==> src/rtl/legacy_window_pkg.sv <==
package legacy_window_pkg;
   localparam int ADDR_W = 20;
   localparam int CFG_AW = 8;
   typedef logic [1:0] attr_t;
   typedef enum logic {TGT_BUS = 1'b0, TGT_DRAM = 1'b1} tgt_e;
   localparam logic [ADDR_W-1:0] VIDEO_LO = 20'hA0000;
   localparam logic [ADDR_W-1:0] BOOT_LO  = 20'hC0000;
   localparam logic [ADDR_W-1:0] TOP_LO   = 20'hF0000;
endpackage

==> src/rtl/lw_attr_regs.sv <==
module lw_attr_regs
   import legacy_window_pkg::*;
#(
   parameter int                ATTR_BYTES = 7,
   parameter logic [CFG_AW-1:0] ATTR_BASE  = 8'h59,
   parameter logic [CFG_AW-1:0] CTRL_OFS   = 8'h72,
   parameter logic [7:0]        CTRL_RST   = 8'h02
) (
   input  logic                    clk,
   input  logic                    rst_n,
   input  logic                    cfg_we,
   input  logic [CFG_AW-1:0]       cfg_addr,
   input  logic [7:0]              cfg_wdata,
   output logic [ATTR_BYTES*8-1:0] attr_bytes,
   output logic [7:0]              ctrl_q
);
   for (genvar b = 0; b < ATTR_BYTES; b++) begin : g_byte
      localparam logic [CFG_AW-1:0] OFS = ATTR_BASE + CFG_AW'(b);
      logic [7:0] q;
      always_ff @(posedge clk or negedge rst_n) begin
         if (!rst_n)                          q <= 8'h00;
         else if (cfg_we && cfg_addr == OFS)  q <= cfg_wdata;
      end
      assign attr_bytes[8*b +: 8] = q;
   end

   always_ff @(posedge clk or negedge rst_n) begin
      if (!rst_n)                               ctrl_q <= CTRL_RST;
      else if (cfg_we && cfg_addr == CTRL_OFS)  ctrl_q <= cfg_wdata;
   end
endmodule

==> src/rtl/lw_seg_select.sv <==
module lw_seg_select
   import legacy_window_pkg::*;
#(
   parameter int ATTR_BYTES = 7,
   parameter int NUM_SEG    = 12,
   parameter int SEG_SHIFT  = 14
) (
   input  logic [ADDR_W-1:0]       acc_addr,
   input  logic [ATTR_BYTES*8-1:0] attr_bytes,
   output attr_t                   seg_attr,
   output attr_t                   top_attr
);
   localparam int IDX_W = $clog2(NUM_SEG);

   if (NUM_SEG > 2 * (ATTR_BYTES - 1)) begin : g_bad_cfg
      $error("lw_seg_select: not enough attribute bytes for NUM_SEG");
   end

   attr_t seg_tab [NUM_SEG];
   for (genvar i = 0; i < NUM_SEG; i++) begin : g_seg
      // byte 1 + i/2 of the block, nibble chosen by i parity
      assign seg_tab[i] = attr_bytes[8*(1 + i/2) + 4*(i%2) +: 2];
   end

   logic [IDX_W-1:0] idx;
   logic [ADDR_W-1:0] rel;
   assign rel = acc_addr - BOOT_LO;
   assign idx = rel[SEG_SHIFT +: IDX_W];

   always_comb begin
      seg_attr = 2'b00;
      if (int'(idx) < NUM_SEG) seg_attr = seg_tab[idx];
   end

   assign top_attr = attr_bytes[5:4];
endmodule

==> src/rtl/lw_steer.sv <==
module lw_steer
   import legacy_window_pkg::*;
(
   input  logic [ADDR_W-1:0] acc_addr,
   input  logic              acc_write,
   input  logic              smm_active,
   input  logic [7:0]        ctrl_q,
   input  attr_t             seg_attr,
   input  attr_t             top_attr,
   output logic              to_dram
);
   localparam int BIT_SMM_OPEN   = 3;
   localparam int BIT_FORCE_OPEN = 6;

   attr_t a_sel;
   tgt_e  tgt;

   always_comb begin
      a_sel = (acc_addr >= TOP_LO) ? top_attr : seg_attr;
      if (acc_addr < VIDEO_LO)
         tgt = TGT_DRAM;
      else if (acc_addr < BOOT_LO)
         tgt = ((smm_active && ctrl_q[BIT_SMM_OPEN]) || ctrl_q[BIT_FORCE_OPEN])
               ? TGT_DRAM : TGT_BUS;
      else
         tgt = (acc_write ? a_sel[1] : a_sel[0]) ? TGT_DRAM : TGT_BUS;
   end

   assign to_dram = (tgt == TGT_DRAM);
endmodule

==> src/rtl/legacy_window_decoder.sv <==
module legacy_window_decoder
   import legacy_window_pkg::*;
#(
   parameter int                ATTR_BYTES = 7,
   parameter int                NUM_SEG    = 12,
   parameter int                SEG_SHIFT  = 14,
   parameter logic [CFG_AW-1:0] ATTR_BASE  = 8'h59,
   parameter logic [CFG_AW-1:0] CTRL_OFS   = 8'h72,
   parameter logic [7:0]        CTRL_RST   = 8'h02
) (
   input  logic              clk,
   input  logic              rst_n,
   input  logic              cfg_we,
   input  logic [CFG_AW-1:0] cfg_addr,
   input  logic [7:0]        cfg_wdata,
   input  logic [ADDR_W-1:0] acc_addr,
   input  logic              acc_write,
   input  logic              smm_active,
   output logic              to_dram
);
   if ((NUM_SEG << SEG_SHIFT) != int'(TOP_LO - BOOT_LO)) begin : g_bad_geom
      $error("legacy_window_decoder: segments do not tile the boot area");
   end

   logic [ATTR_BYTES*8-1:0] attr_bytes;
   logic [7:0]              ctrl_q;
   attr_t                   seg_attr, top_attr;

   lw_attr_regs #(.ATTR_BYTES(ATTR_BYTES), .ATTR_BASE(ATTR_BASE),
                  .CTRL_OFS(CTRL_OFS), .CTRL_RST(CTRL_RST)) u_regs (
      .clk(clk), .rst_n(rst_n), .cfg_we(cfg_we), .cfg_addr(cfg_addr),
      .cfg_wdata(cfg_wdata), .attr_bytes(attr_bytes), .ctrl_q(ctrl_q));

   lw_seg_select #(.ATTR_BYTES(ATTR_BYTES), .NUM_SEG(NUM_SEG),
                   .SEG_SHIFT(SEG_SHIFT)) u_sel (
      .acc_addr(acc_addr), .attr_bytes(attr_bytes),
      .seg_attr(seg_attr), .top_attr(top_attr));

   lw_steer u_steer (
      .acc_addr(acc_addr), .acc_write(acc_write), .smm_active(smm_active),
      .ctrl_q(ctrl_q), .seg_attr(seg_attr), .top_attr(top_attr),
      .to_dram(to_dram));
endmodule

==> config.mk <==
export PLATFORM = sky130hd
export DESIGN_NAME = legacy_window_decoder
export DESIGN_NICKNAME = d
export VERILOG_FILES = /design/src/rtl/legacy_window_pkg.sv /design/src/rtl/lw_attr_regs.sv /design/src/rtl/lw_seg_select.sv /design/src/rtl/lw_steer.sv /design/src/rtl/legacy_window_decoder.sv
export SDC_FILE = /design/constraint.sdc
export NUM_CORES = 1
export LEC_CHECK = 0
export BUFFER_PORTS_ARGS = -buffer_cell sky130_fd_sc_hd__buf_4
export CORE_MARGIN = 3
export CORE_UTILIZATION = 45
export DETAILED_ROUTE_END_ITERATION = 16
export HOLD_SLACK_MARGIN = 0.12
export PLACE_DENSITY = 0.71
export SYNTH_ARGS = -nofsm -noshare
export SYNTH_HDL_FRONTEND = slang
export SYNTH_SLANG_ARGS = --single-unit
export TNS_END_PERCENT = 50
==> constraint.sdc <==
create_clock -name clk -period 1.3 [get_ports clk]
set_clock_uncertainty 0.15 [all_clocks]
set_input_delay 0.065 -clock clk [delete_from_list [all_inputs] [get_ports clk]]
set_output_delay 0.065 -clock clk [all_outputs]
set_load 0.01 [all_outputs]
==> tab_implementation.tex <==
\begin{tabular}{lr}
\hline
Metric & Value \\
\hline
\multicolumn{2}{l}{\textbf{Worst setup path}} \\
\quad Crit end category & primary output \\
\quad Critical path class & flip-flop to primary output \\
\quad Buf/Inv on CP & 1 \\
\quad Slowest library cell on the worst path & sky130\_fd\_sc\_hd\_\_mux4\_2 \\
\quad CP top delay family & multiplexers \\
\quad Series of cell instances along the critical path & mux4\_2 -> a22oi\_2 -> a32oi\_1 -> buf\_4 \\
\quad Startpoint type of the worst setup path & flip-flop \\
\quad Worst-path fanout max & 2 \\
\quad Worst path max stage delay & 0.49 ns \\
\quad Critical Path RT & 1.09 ns \\
\quad Data arrival at the endpoint of the critical path & 1.67 ns \\
\multicolumn{2}{l}{\textbf{Clock network}} \\
\quad Total clock buffers created by CTS & 3 \\
\quad CTS tree & done \\
\quad Buffer cell driving the clock tree root & sky130\_fd\_sc\_hd\_\_clkbuf\_4 \\
\quad Sink count of the clock tree & 28 \\
\quad Bufs on Longest Clock Path & 2 \\
\quad Reg clk slew, reported paths & 0.15 ns \\
\quad Clock insertion delay at the later pin of the skew report & 0.33 ns \\
\quad CTS Hold Buffers Added & 9 \\
\quad H-Tree Level Count & 1 \\
\multicolumn{2}{l}{\textbf{Synth}} \\
\quad Seq cells post-synth & 28 \\
\quad Share of synthesized cell area in and, or, nand and nor gates & 11.52\% \\
\quad Avg Cell Area, Syn & 14.56 um2 \\
\quad Proportion of synthesized chip area in sequential cells & 51.19\% \\
\quad Adder-cell share of the synthesized area & 0\% \\
\quad Synthesized instance count & 94 \\
\quad Warning count from the yosys run & 0 \\
\quad Number of nets in the synthesized netlist & 135 \\
\quad Number of distinct library cells after synthesis & 22 \\
\quad Synth Area in Compound Gates & 3.473\% \\
\quad Syn Std Cell Area & 0.001369 mm2 \\
\quad Area share of xor/xnor cells in the synthesized design & 0\% \\
\quad Mux contribution to synthesized area & 33.46\% \\
\quad Main combinational cell family by area after synthesis & multiplexers \\
\multicolumn{2}{l}{\textbf{Routing}} \\
\quad Wire length on met1 & 1306 um \\
\quad Top layer in use & met4 \\
\quad Total wire length & 2973 um \\
\quad Via count & 987 \\
\quad Detail Route met2 WL & 1443 um \\
\quad Per-cell via count in the routed design & 5.772 \\
\quad Number of detailed-routing iterations run before antenna repair & 4 \\
\quad ANT nets after route & 0 \\
\quad Mean routed wirelength per cell & 17.39 um \\
\quad Drt first-iter violations & 28 \\
\quad Remaining routing DRC violations & 0 \\
\quad WL met3 & 144 um \\
\multicolumn{2}{l}{\textbf{Die}} \\
\quad Number of rows in the core area & 19 \\
\quad I/O pins & 42 \\
\quad Floorplan die area & 0.003739 mm2 \\
\quad Height of the die & 61.15 um \\
\quad Core ar. & 0.002829 mm2 \\
\quad Starting density of the core & 48.39\% \\
\quad Die W & 61.15 um \\
\multicolumn{2}{l}{\textbf{Place}} \\
\quad \# port buffers & 25 \\
\quad Cell total after placement & 158 \\
\quad DP HPWL & 2292 um \\
\quad GPL Wtd Cong & 0.7885 \\
\multicolumn{2}{l}{\textbf{Power and ir drop}} \\
\quad Leakage Power & 0.8897 nW \\
\quad Cell Pwr Density & 865.4 mW/mm2 \\
\quad Final Total Pwr & 1.610 mW \\
\quad Peak supply drop & 0.7721 mV \\
\multicolumn{2}{l}{\textbf{GRT}} \\
\quad Overall global routing resource usage & 17.78\% \\
\quad Wire length of the first global-routing pass & 4809 um \\
\quad Total grt overflow & 0 \\
\quad Initial antenna violation count & 0 \\
\quad Vias in the first global route & 1,051 \\
\quad Largest net degree at the start of global routing & 29 \\
\multicolumn{2}{l}{\textbf{Final layout}} \\
\quad Leading cell types in the layout, fill and taps excluded & sky130\_fd\_sc\_hd\_\_buf\_4, sky130\_fd\_sc\_hd\_\_dfrtp\_1, sky130\_fd\_sc\_hd\_\_mux2\_2 \\
\quad Share of cells above drive strength 1 & 57.86\% \\
\quad FF+latch area & 700.7 um2 \\
\quad FILL cells & 209 \\
\quad Area used by multi-input combinational logic & 734.5 um2 \\
\quad Syn-to-layout area delta & 35.92\% \\
\quad Nets@finish & 182 \\
\quad Ant diodes & 0 \\
\quad Non-filler cells in the finished layout & 171 \\
\quad Most frequent standard cell in the layout excluding fill and tap cells & sky130\_fd\_sc\_hd\_\_buf\_4 \\
\multicolumn{2}{l}{\textbf{STA}} \\
\quad Final hold violations & 2 \\
\quad Worst-case setup margin in the final layout & -0.5864 ns \\
\quad Final Slew Violations & 0 \\
\quad Tightest slew margin relative to the limit & 76.61\% \\
\quad Share of the clock period used by the worst path after layout & 145.1\% \\
\quad Final setup violation count & 1 \\
\quad Min Tclk post-route & 1.886 ns \\
\quad Final Hold Slack & -0.02133 ns \\
\quad Unrepaired setup endpoints after global routing & true \\
\quad Post-route setup TNS & -0.5864 ns \\
\quad Measured slew at the worst slew-check pin & 0.3509 ns \\
\quad Fmax & 0.5301 GHz \\
\multicolumn{2}{l}{\textbf{Run status}} \\
\quad Outcome & finished, violations left \\
\quad Failing checks & hold timing, setup timing \\
\multicolumn{2}{l}{\textbf{Job}} \\
\quad Max-Cap Viols & 0 \\
\multicolumn{2}{l}{\textbf{Worst hold path}} \\
\quad Hold crit path type & primary input to flip-flop \\
\hline
\end{tabular}
==> tightest hold or removal path: stages <==
cell and delay, ns:
sky130_fd_sc_hd__buf_4 0.10, sky130_fd_sc_hd__or4b_4 0.13, sky130_fd_sc_hd__mux2_4 0.14
==> routing by layer <==
layer / GRT usage, % / up-vias
met3: 2.935 / 8
met4: 8.050 / 0
met1: 23.40 / 497
met2: 28.85 / 25
li1: - / 457
met5: 0 / -
==> power by group <==
group	internal, mW	switching [mW]	total [mW]
registers	0.912	0.0213	0.933
clock network	0.172	0.251	0.423
logic	0.151	0.103	0.254
total	1.24	0.375	1.61
==> state kept, by name, summed over array words and instances, names as in the netlist <==
register and count:
u_regs.g_byte.q 26, u_regs.ctrl_q 2
==> cell families after synthesis <==
logic type	count (synthesis)
mux	34
flops	28
simple gates	25
compound gates	6
buf+inv	1
==> Yosys cell counts, drive strengths merged <==
cell,instances,area [um2]
dfrtp,28,700.7
mux2,28,322.8
mux4,6,135.1
nand2,5,18.77
nor3,4,20.02
nand3,3,20.02
nor2,3,11.26
a22oi,2,15.01
a32oi,2,17.52
nor2b,2,12.51
nor3b,2,15.01
a22o,1,8.760
a31oi,1,6.260
and4bb,1,12.51
buf,1,5.000
nand2b,1,6.260
nand4b,1,8.760
nor4b,1,8.760
nor4bb,1,10.01
or4b,1,13.76
==> area by class of cell <==
type                            instances  area share, %
Tap cell                               31          2.085
Sequential cell                        28          37.66
Timing Repair Buffer                   43          18.83
Clock buffer                            4          1.950
Multi-Input combinational cell         65          39.48
==> per-stage QoR <==
stage          cell area (um2)  utilization, %  worst slack [ns]
5_1_grt                   1861           65.77           -0.6655
3_5_place_dp              1724           60.95           -0.3609
2_1_floorplan             1435               -           -0.1840
4_1_cts                   1863           65.86           -0.6068
6_report                  1861           65.77           -0.5864
3_3_place_gp              1724           60.95           -0.3342
==> final timing paths <==
kind                                            start               endpoint  slack, ns  depth (start not counted)
worst max-delay path            u_regs.g_byte[6].q[4]                to_dram      -0.59                          4
worst min-delay path                      cfg_addr[2]       u_regs.ctrl_q[3]      -0.02                          3
worst max register to register  u_regs.g_byte[6].q[4]  u_regs.g_byte[6].q[4]       0.27                          2
worst min register to register  u_regs.g_byte[4].q[0]  u_regs.g_byte[4].q[0]       0.37                          1
max in group asynchronous                       rst_n  u_regs.g_byte[1].q[4]       0.19                          3
min in group asynchronous                       rst_n       u_regs.ctrl_q[6]       0.55                          3
==> repair_timing <==
item | in CTS | in global routing
setup buffers | 1 | 0
endpoints found under the setup margin | 3 | 13
resized for setup | 1 | 2
pin swaps | 4 | 3
hold endpoints to repair | 56 | 4
gates cloned | 0 | 0
Note: power is estimated with default switching activity, not from simulation.
